`src/rtl/mii_link_resolver.sv`:
```
module mii_link_resolver #(
  parameter int                PHY_W      = 5,
  parameter int                REG_W      = 5,
  parameter int                MODE_W     = 32,
  parameter int                TXTH_BIT   = 22,
  parameter int                FD_BIT     = 9,
  parameter logic [MODE_W-1:0] MODE_RESET = 32'h020E0000
) (
  input  logic              clk,
  input  logic              rst_n,
  input  logic              start,
  input  logic [PHY_W-1:0]  phy_addr,
  input  logic [15:0]       adv,
  input  logic              duplex_lock,
  output logic              mdio_req,
  output logic [PHY_W-1:0]  mdio_phy,
  output logic [REG_W-1:0]  mdio_reg,
  input  logic              mdio_rsp_valid,
  input  logic [15:0]       mdio_rsp_data,
  output logic              done,
  output logic [1:0]        result,
  output logic              restart,
  output logic [MODE_W-1:0] mode_word
);
  localparam logic [REG_W-1:0] REG_STAT  = REG_W'(1);
  localparam logic [REG_W-1:0] REG_PART  = REG_W'(5);
  localparam int               LINK_BIT  = 2;
  localparam logic [15:0]      FAST_MASK = 16'h0380;
  localparam logic [1:0] RES_SAME = 2'd0, RES_CHG = 2'd1, RES_NOLINK = 2'd2, RES_MISS = 2'd3;

  typedef enum logic [2:0] {S_IDLE, S_STAT, S_PART, S_STAT2, S_EVAL} state_t;

  state_t             state;
  logic [PHY_W-1:0]   phy_q;
  logic [15:0]        adv_q, stat_q, part_q;
  logic               lock_q;
  logic [MODE_W-1:0]  mode_q, mode_next;
  logic [15:0]        neg;
  logic               fast, full;

  assign mdio_req  = (state == S_STAT) || (state == S_PART) || (state == S_STAT2);
  assign mdio_reg  = (state == S_PART) ? REG_PART : REG_STAT;
  assign mdio_phy  = phy_q;
  assign mode_word = mode_q;

  assign neg  = part_q & adv_q;
  assign fast = |(neg & FAST_MASK);
  assign full = lock_q | neg[8] | (neg[6] & ~neg[7] & ~neg[8]);

  always_comb begin
    mode_next           = mode_q;
    mode_next[TXTH_BIT] = ~fast;
    mode_next[FD_BIT]   = full;
  end

  always_ff @(posedge clk) begin
    if (!rst_n) begin
      state   <= S_IDLE;
      phy_q   <= '0;
      adv_q   <= '0;
      lock_q  <= 1'b0;
      stat_q  <= '0;
      part_q  <= '0;
      mode_q  <= MODE_RESET;
      done    <= 1'b0;
      result  <= RES_SAME;
      restart <= 1'b0;
    end else begin
      done    <= 1'b0;
      restart <= 1'b0;
      case (state)
        S_IDLE: if (start) begin
          phy_q  <= phy_addr;
          adv_q  <= adv;
          lock_q <= duplex_lock;
          state  <= S_STAT;
        end
        S_STAT: if (mdio_rsp_valid) begin
          stat_q <= mdio_rsp_data;
          state  <= S_PART;
        end
        S_PART: if (mdio_rsp_valid) begin
          part_q <= mdio_rsp_data;
          if (stat_q == 16'hFFFF) begin
            done   <= 1'b1;
            result <= RES_MISS;
            state  <= S_IDLE;
          end else if (!stat_q[LINK_BIT]) begin
            state <= S_STAT2;
          end else begin
            state <= S_EVAL;
          end
        end
        S_STAT2: if (mdio_rsp_valid) begin
          if (!mdio_rsp_data[LINK_BIT]) begin
            done   <= 1'b1;
            result <= RES_NOLINK;
            state  <= S_IDLE;
          end else begin
            state <= S_EVAL;
          end
        end
        S_EVAL: begin
          done  <= 1'b1;
          state <= S_IDLE;
          if (mode_next != mode_q) begin
            mode_q  <= mode_next;
            restart <= 1'b1;
            result  <= RES_CHG;
          end else begin
            result <= RES_SAME;
          end
        end
        default: state <= S_IDLE;
      endcase
    end
  end
endmodule

```
`config.mk`:
```
export PLATFORM = sky130hd
export DESIGN_NAME = mii_link_resolver
export DESIGN_NICKNAME = d
export VERILOG_FILES = /design/src/rtl/mii_link_resolver.sv
export SDC_FILE = /design/constraint.sdc
export NUM_CORES = 1
export LEC_CHECK = 0
export ABC_AREA = 0
export BUFFER_PORTS_ARGS = -buffer_cell sky130_fd_sc_hd__buf_2
export CELL_PAD_IN_SITES_DETAIL_PLACEMENT = 1
export CELL_PAD_IN_SITES_GLOBAL_PLACEMENT = 1
export CORE_UTILIZATION = 25
export CTS_CLUSTER_SIZE = 16
export DETAILED_ROUTE_END_ITERATION = 16
export PLACE_DENSITY_LB_ADDON = 0.1
export SYNTH_ARGS = -nofsm -noshare
export SYNTH_HDL_FRONTEND = slang
export SYNTH_SLANG_ARGS = --single-unit
```
`constraint.sdc`:
```
create_clock -name clk -period 1.7 [get_ports clk]
set_input_delay 0.34 -clock clk [delete_from_list [all_inputs] [get_ports clk]]
set_output_delay 0.34 -clock clk [all_outputs]
set_load 0.1 [all_outputs]
```
==> Yosys cells after proc, flatten, opt, wreduce, memory -nomap -nowiden <==
Index checks and enable logic that the tools add are counted.
{ "totals": {"reg_bits": 51, "output_inout_bits": 47, "word_cells": 63} }
{ "op_classes": {"eq_ne": 12, "mux": 21, "n_bitwise": 8, "n_reduce_logical": 12} }
{ "ops": {"columns": ["op", "n"], "rows": [
  ["3-bit two-way mux", 8],
  ["16-bit equality test, second input constant", 1],
  ["3-bit one-hot mux with 4 select lines", 1],
  ["10-bit bitwise AND", 1],
  ["2-bit != test, second input constant", 5],
  ["2-bit AND reduction", 5],
  ["2-bit two-way mux", 4],
  ["3-bit by 2-bit equality test with 1-bit output, second input constant", 2],
  ["1-bit two-way mux", 6],
  ["2-bit one-hot mux with 3 select lines", 1],
  ["5-bit AND reduction", 1],
  ["4-bit AND reduction", 1],
  ["3-bit by 1-bit equality test with 1-bit output, second input constant", 1],
  ["3-bit equality test, second input constant", 1],
  ["3-bit logical NOT", 1],
  ["1-bit NOT", 3],
  ["1-bit one-hot mux with 3 select lines", 1],
  ["3-bit nonzero test", 1],
  ["3-bit OR reduction", 1],
  ["1-bit bitwise AND", 2],
  ["1-bit logical OR", 2],
  ["2-bit by 1-bit != test with 1-bit output, second input constant", 1],
  ["2-bit != test", 1],
  ["1-bit OR", 2]
]} }

==> Longest topological paths before layout <==
Gate-level depths: netlist (run 1).
{ "logic_depth": {"ltp_word": 8, "ltp_mapped": 6, "ltp_nobuf": 4} }

==> Worst setup path after synthesis (run 1) <==
OpenSTA, ideal clock, no wires.
{ "synth_timing": {"path_type": "register to register", "start": "register state[1]", "end": "register state[1]", "setup_time_ns": 0.058, "arrival_ns": 2.490, "required_ns": 1.642, "setup_slack_ns": -0.848, "path_stages_with_launch": 6, "n_path_buf": 1, "synth_period_minus_slack_ns": 2.548, "cell_sequence": "dfxtp_1 > buf_4 > nor3b_2 > o41ai_2 > nor4_1 > o21a_1"} }
{ "synth_between": {"elab_chain_len": 3} }
{ "synth_lines": {"columns": ["item", "line", "source"], "rows": [
  ["start: declaration", "33", "state_t state;"],
  ["start signal: assignment", "58", "state <= S_IDLE;"],
  ["start signal: assignment", "76", "state <= S_STAT;"],
  ["start signal: assignment", "80", "state <= S_PART;"],
  ["3-bit by 1-bit equality test with 1-bit output, or another cell as far along", "71", "case (state)"],
  ["2-bit != test (no line)", null, null],
  ["4-bit AND reduction (no line)", null, null]
]} }
Parallel ways exist; a longest one is shown, timed or not.
A chain may end at the register's enable or synchronous reset.

==> Worst setup path in the final report (run 1) <==
{ "layout_timing": {"start": "register adv_q[9]", "end": "register result[0]"} }
{ "layout_between": {"elab_chain_len": 6} }
{ "layout_lines": {"columns": ["item", "line", "source"], "rows": [
  ["start: declaration", "35", "logic [15:0] adv_q, stat_q, part_q;"],
  ["start signal: assignment", "74", "adv_q <= adv;"],
  ["10-bit bitwise AND", "46", "assign neg = part_q & adv_q;"],
  ["3-bit OR reduction", "47", "assign fast = |(neg & FAST_MASK);"],
  ["1-bit NOT", "52", "mode_next[TXTH_BIT] = ~fast;"],
  ["2-bit != test", "106", "if (mode_next != mode_q) begin"],
  ["1-bit two-way mux", "106", null],
  ["2-bit one-hot mux with 3 select lines", "71", null],
  ["end signal: assignment", "66", "result <= RES_SAME;"],
  ["end signal: assignment", "109", "result <= RES_CHG;"],
  ["end signal: assignment", "111", "result <= RES_SAME;"],
  ["end: declaration", "21", "output logic [1:0] result,"]
]} }
Every way passes these cells.

==> metrics.txt, run 1 <==
run status finished clean; reg-to-reg critical path startpoint adv_q[9]$_SDFFE_PN0P_; DP HPWL 3390 µm; final wirelength 4700 µm; top cells by area, synth dfxtp_1 40%, buf_4 15%, nand2_1 11%, a21oi_1 8.2%, mux2i_1 3.1%; IO Pins 89; CP max stage cell a222oi_1; DRT antenna net count 0; Seq cells post-synth 39; Slowest Stage Delay on Critical Path 0.36 ns; Site Rows 31; Clock Latency Late Sink 0.29 ns; DRC viols 0; GP Congestion 0.707; final number of setup-violating endpoints 0; M1 WL 2190 µm; Seq/Total Area, Yosys 40.1%; via/cell ratio 4.20; Hold Slack 0.278 ns; Leakage Power 1.01 nW; CTS tree yes; P&R area growth vs syn 22.3%; # diodes 0; final hold vios 0; Crit path required time 1.87 ns; setup_tns 0 ns; Tmin final 1.67 ns; Clock transition at path regs 0.08 ns; WL met2 2170 µm; clk_skew 0.00333 ns; global-route wire length before repair 7590 µm; hold depth 3; synth unique cells 41; peak supply drop 0.000278 V; worst reg2reg endpoint result[0]$_SDFFE_PN0P_; Fill cells 937; Hold EP mdio_phy[2]$_SDFFE_PN0P_; wire per inst 12.2 µm; initial antenna violation count 0; Warnings, synthesis 0; CTS buffer count 5; Tcrit/Tclk final 98.2%; total gr overflow 0; post-route cell area 0.00238 mm²; Power Total 2.41 mW; cells along the critical path a222oi_1 > buf_4 > mux2_4 > a211oi_4 > a311oi_2; die area 0.00815 mm²; CTS sink count 39; chip height 90.3 µm; R2R Setup Slk 0.03 ns; Power Dens Cells 1010 mW/mm²; Synth top area share 40.1%; post-synthesis instance area 0.00195 mm²; Total GRT Usage 11.9%; CTS hold repair buffers 0; initial core utilization 26.3%; critical path peak fanout 2; placed cell areas 0.00225 mm²; fin util 32.2%; Hold Path Class in -> reg; Max Root-Sink Buffers 2; critical path capture point type flop; share of layout cells above drive strength 1 30.2%; Vias 1612; critical path class reg -> reg; EDFF count, synth 0; Synth Flop Type dfxtp_1; critical path startpoint category flop; worst hold path startpoint phy_addr[2]; die width 90.3 µm; root buffer cell clkbuf_8; Post-synth ARST share 0%; number of max-cap violations 0; number of I/O port buffers 42; Slew Viols, Final 0; Post-Synthesis Cells 232; vias in the first global route 1524; critical path data arrival time 1.84 ns; DR top layer met4; RSZ-0062 raised after global routing true; number of DRC markers in iteration 0 50; core footprint 0.00741 mm²; mean post-synth cell area 8.40 µm²; H-tree Lvls 2; Max Freq 599 MHz; DR WL met3 283 µm; Detailed Routing Iterations Pass 1 4; largest net degree at the start of global routing 24; leading area contributor after synthesis dfxtp_1; Post-layout nets 327; Worst R2R Path Depth 5
## worst max-delay path by stage
stage | cells past startpoint | start | slack, ns | to
2_1_floorplan | 5 | state[1]$_SDFFE_PN0P_ | -0.35 | state[1]$_SDFFE_PN0P_
3_3_place_gp | 4 | part_q[9]$_SDFFE_PN0P_ | 0.01 | result[0]$_SDFFE_PN0P_
3_5_place_dp | 4 | part_q[9]$_SDFFE_PN0P_ | 0.02 | result[0]$_SDFFE_PN0P_
4_1_cts | 5 | part_q[9]$_SDFFE_PN0P_ | 0.02 | result[0]$_SDFFE_PN0P_
5_1_grt | 5 | adv_q[9]$_SDFFE_PN0P_ | -0.06 | result[0]$_SDFFE_PN0P_
6_report | 5 | adv_q[9]$_SDFFE_PN0P_ | 0.03 | result[0]$_SDFFE_PN0P_
## repair_timing
item                       in CTS  in global routing
gates resized for setup         3                  3
setup endpoints to repair       3                  3
pin swaps                       1                  3
buffers inserted                2                  2
## per-stage QoR
step / setup slack [ns] / cells
after floorplan: -0.353 / 264
after global placement: 0.0136 / 373
after detailed placement: 0.0185 / 373
after CTS: 0.0186 / 382
after global routing: -0.0555 / 384
final: 0.0300 / 384
## metal layers
layer,global-route usage (%),vias to the layer above
li1,-,820
met1,15.1,734
met2,19.0,52
met3,4.21,6
met4,3.23,0
met5,0,-
## logic make-up after synthesis
| group | Yosys count | share of synthesized area, % |
|---|---|---|
| compound gates | 43 | 14.1 |
| buf+inv | 48 | 17.2 |
| flops | 39 | 40.1 |
| mux | 7 | 3.66 |
| other cells | 2 | 0.385 |
| simple gates | 93 | 24.6 |
## power by group
| part | leakage (nW) | internal (mW) | switching, mW | total, mW |
|---|---|---|---|---|
| sequential | 0.320 | 0.961 | 0.0424 | 1.00 |
| combinational | 0.639 | 0.154 | 0.602 | 0.757 |
| clock | 0.0470 | 0.319 | 0.327 | 0.645 |
## synthesized netlist by cell type (2+ instances only)
cell type,instances
nand2_1,59
buf_4,39
dfxtp_1,39
a21oi_1,32
nor2_1,11
mux2i_1,6
clkbuf_1,4
nand4_1,3
and2_1,2
conb_1,2
inv_1,2
nand3b_1,2
nor2b_1,2
nor3_1,2
## placed cells by master, fill, tap and decap left out, types with 2 or more instances in the layout
master	Yosys	final
clkbuf_8	0	6
nor3b_4	1	2
nor3_1	2	2
buf_12	0	4
nor2b_1	2	2
dfxtp_2	0	4
buf_2	1	40
mux2i_1	6	6
nand4_1	3	3
nand2_1	59	59
dfxtp_1	39	34
nor2_1	11	10
a21oi_1	32	32
buf_4	39	15
nand3b_1	2	2
conb_1	2	34
and2_1	2	2
inv_1	2	2
## worst max-delay path: cells and delay by family (launching register included)
family / cells / cell delay [ns]
AO/OA/AOI/OAI: 3 / 0.74
buffers and inverters: 1 / 0.19
flip-flops: 1 / 0.32
multiplexers: 1 / 0.31
## final cells by class
class	instances	area, µm²	share of cell area [%]
Multi-Input combinational cell	177	978	41.0
Sequential cell	39	790	33.1
Clock buffer	6	82.6	3.46
Timing Repair Buffer	59	393	16.5
Clock inverter	1	5.00	0.210
Tap cell	99	124	5.20
Inverter	3	11.3	0.472
## state kept, by name, summed over array words and instances, names as in the netlist
name	flops
stat_q	16
mdio_phy	5
adv_q	4
part_q	4
state	3
mode_word	2
result	2
done	1
lock_q	1
restart	1
(Power assumes the default switching activity.)
==> run 2: changes to the inputs <==
==> constraint.sdc (replaced) <==
create_clock -name clk -period 1.7 [get_ports clk]
set_input_delay 0.255 -clock clk [delete_from_list [all_inputs] [get_ports clk]]
set_output_delay 0.255 -clock clk [all_outputs]
set_load 0.1 [all_outputs]
==> run 2 against run 1 <==
Wire length down 2.3%. Design area down 2.9%. Global-route usage down 0.18 points. Critical endpoint unchanged. Register-to-register slack better by 0.02 ns. Sequential power about the same. Count of clock-buffer cells in the layout unchanged. Clock skew about the same.
==> metrics.txt, run 2 (synthesis results as in run 1) <==
Total GRT Usage 11.7%; core footprint 0.00741 mm²; layer with the highest usage met2; global-route wire length before repair 7750 µm; critical path capture point type flop; root buffer cell clkbuf_8; CTS tree yes; Post-layout nets 321; critical path startpoint category flop; Vias 1595; Tcrit/Tclk final 97.1%; Slew headroom 62.4%; Worst-Margin Slew 0.561 ns; chip height 90.3 µm; Max Root-Sink Buffers 2; Fill cells 919; met3 GRT Util 3.20%; die width 90.3 µm; max reg flops 16; critical path class reg -> reg; peak supply drop 0.000354 V; RSZ-0062 raised after global routing true; vias in the first global route 1552; share of layout cells above drive strength 1 28.0%; Tmin final 1.65 ns; DP HPWL 3390 µm; Crit path required time 1.86 ns; most frequent cells in the layout 59 x nand2_1, 40 x buf_2, 36 x dfxtp_1; Power Dens Cells 1030 mW/mm²; run status finished clean; critical path peak fanout 2; # diodes 0; final wirelength 4590 µm; via/cell ratio 4.22; number of max-cap violations 0; largest net degree at the start of global routing 19; hold depth 3; H-tree Lvls 2; IO Pins 89; wire per inst 12.1 µm; Leakage Power 0.965 nW; met1 usage 15.5%; Clock Latency Late Sink 0.28 ns; Final Non-Filler Cells 378; die area 0.00815 mm²; P&R area growth vs syn 18.7%; CTS sink count 39; DRT antenna net count 0; clk_skew 0.00372 ns; initial antenna violation count 0; CTS buffer count 5; Hold Path Class in -> reg; Clock transition at path regs 0.07 ns; total gr overflow 0; number of I/O port buffers 42; dpl cells 371; Detailed Routing Iterations Pass 1 5; commonest non-fill, non-tap cell in the layout nand2_1; CTS hold repair buffers 0; fin util 31.2%; Worst R2R Path Depth 4; Most flops, register stat_q; GP Congestion 0.668; DRC viols 0; Site Rows 31; Slew Viols, Final 0; initial core utilization 26.3%; Post-CTS Setup Bufs 0; final hold vios 0; final number of setup-violating endpoints 0; GRT met2 Usage 18.6%; number of DRC markers in iteration 0 37; critical path data arrival time 1.81 ns; Max Freq 606 MHz
-- run 2: cell types whose count changed in the layout (fill, tap and decap cells not counted), sizes merged --
cell / delta
buf: -6
-- run 2: per-layer routing --
metal / vias to the layer above / part of all wire [%]
met2: 47 / 44
met5: - / 0
met1: 742 / 50
li1: 804 / -
met4: 0 / 0.59
met3: 2 / 5.3
-- run 2: cell type report --
cell class	count	area [µm²]	share of cell area, %
flip-flops and latches	39	787	34.0
multi-input cells	177	970	41.9
clock inverters	1	5.00	0.216
well taps	99	124	5.35
clock buffers	6	82.6	3.57
repair buffers	53	335	14.5
inverters	3	11.3	0.486
-- run 2: power by group --
group          internal (mW)  switching [mW]
clock network          0.319           0.314
registers              0.961          0.0458
logic                  0.141           0.595
total                   1.42           0.955
-- run 2: what timing repair did --
action                                  in CTS  in global routing
endpoints found under the setup margin       2                  5
pin swaps                                    0                  2
resized for setup                            2                  1
-- run 2: final timing paths --
path | from | endpoint | slack (ns)
hold reg to reg | mdio_phy[4]$_SDFFE_PN0P_ | mdio_phy[4]$_SDFFE_PN0P_ | 0.46
setup reg to reg | part_q[9]$_SDFFE_PN0P_ | result[0]$_SDFFE_PN0P_ | 0.05
setup / recovery | part_q[9]$_SDFFE_PN0P_ | result[0]$_SDFFE_PN0P_ | 0.05
hold / removal | phy_addr[4] | mdio_phy[4]$_SDFFE_PN0P_ | 0.20
-- run 2: worst max-delay path: stages, from the launching register on --
cell and delay (ns):
dfxtp_1 0.33, a222oi_1 0.46, mux2_2 0.41, a211oi_4 0.20, a311oi_2 0.12
-- run 2: stage by stage --
step / TNS [ns] / setup WS, ns / cell area [µm²] / total power [mW] / hold WS, ns
2_1_floorplan: -2.66 / -0.353 / 2090 / 1.69 / 0.371
3_3_place_gp: 0 / 0.0843 / 2220 / 1.76 / 0.445
6_report: 0 / 0.0490 / 2310 / 2.38 / 0.200
3_5_place_dp: 0 / 0.0680 / 2220 / 1.77 / 0.449
5_1_grt: -0.0213 / -0.0213 / 2310 / 2.49 / 0.191
4_1_cts: 0 / 0.0493 / 2310 / 2.42 / 0.190
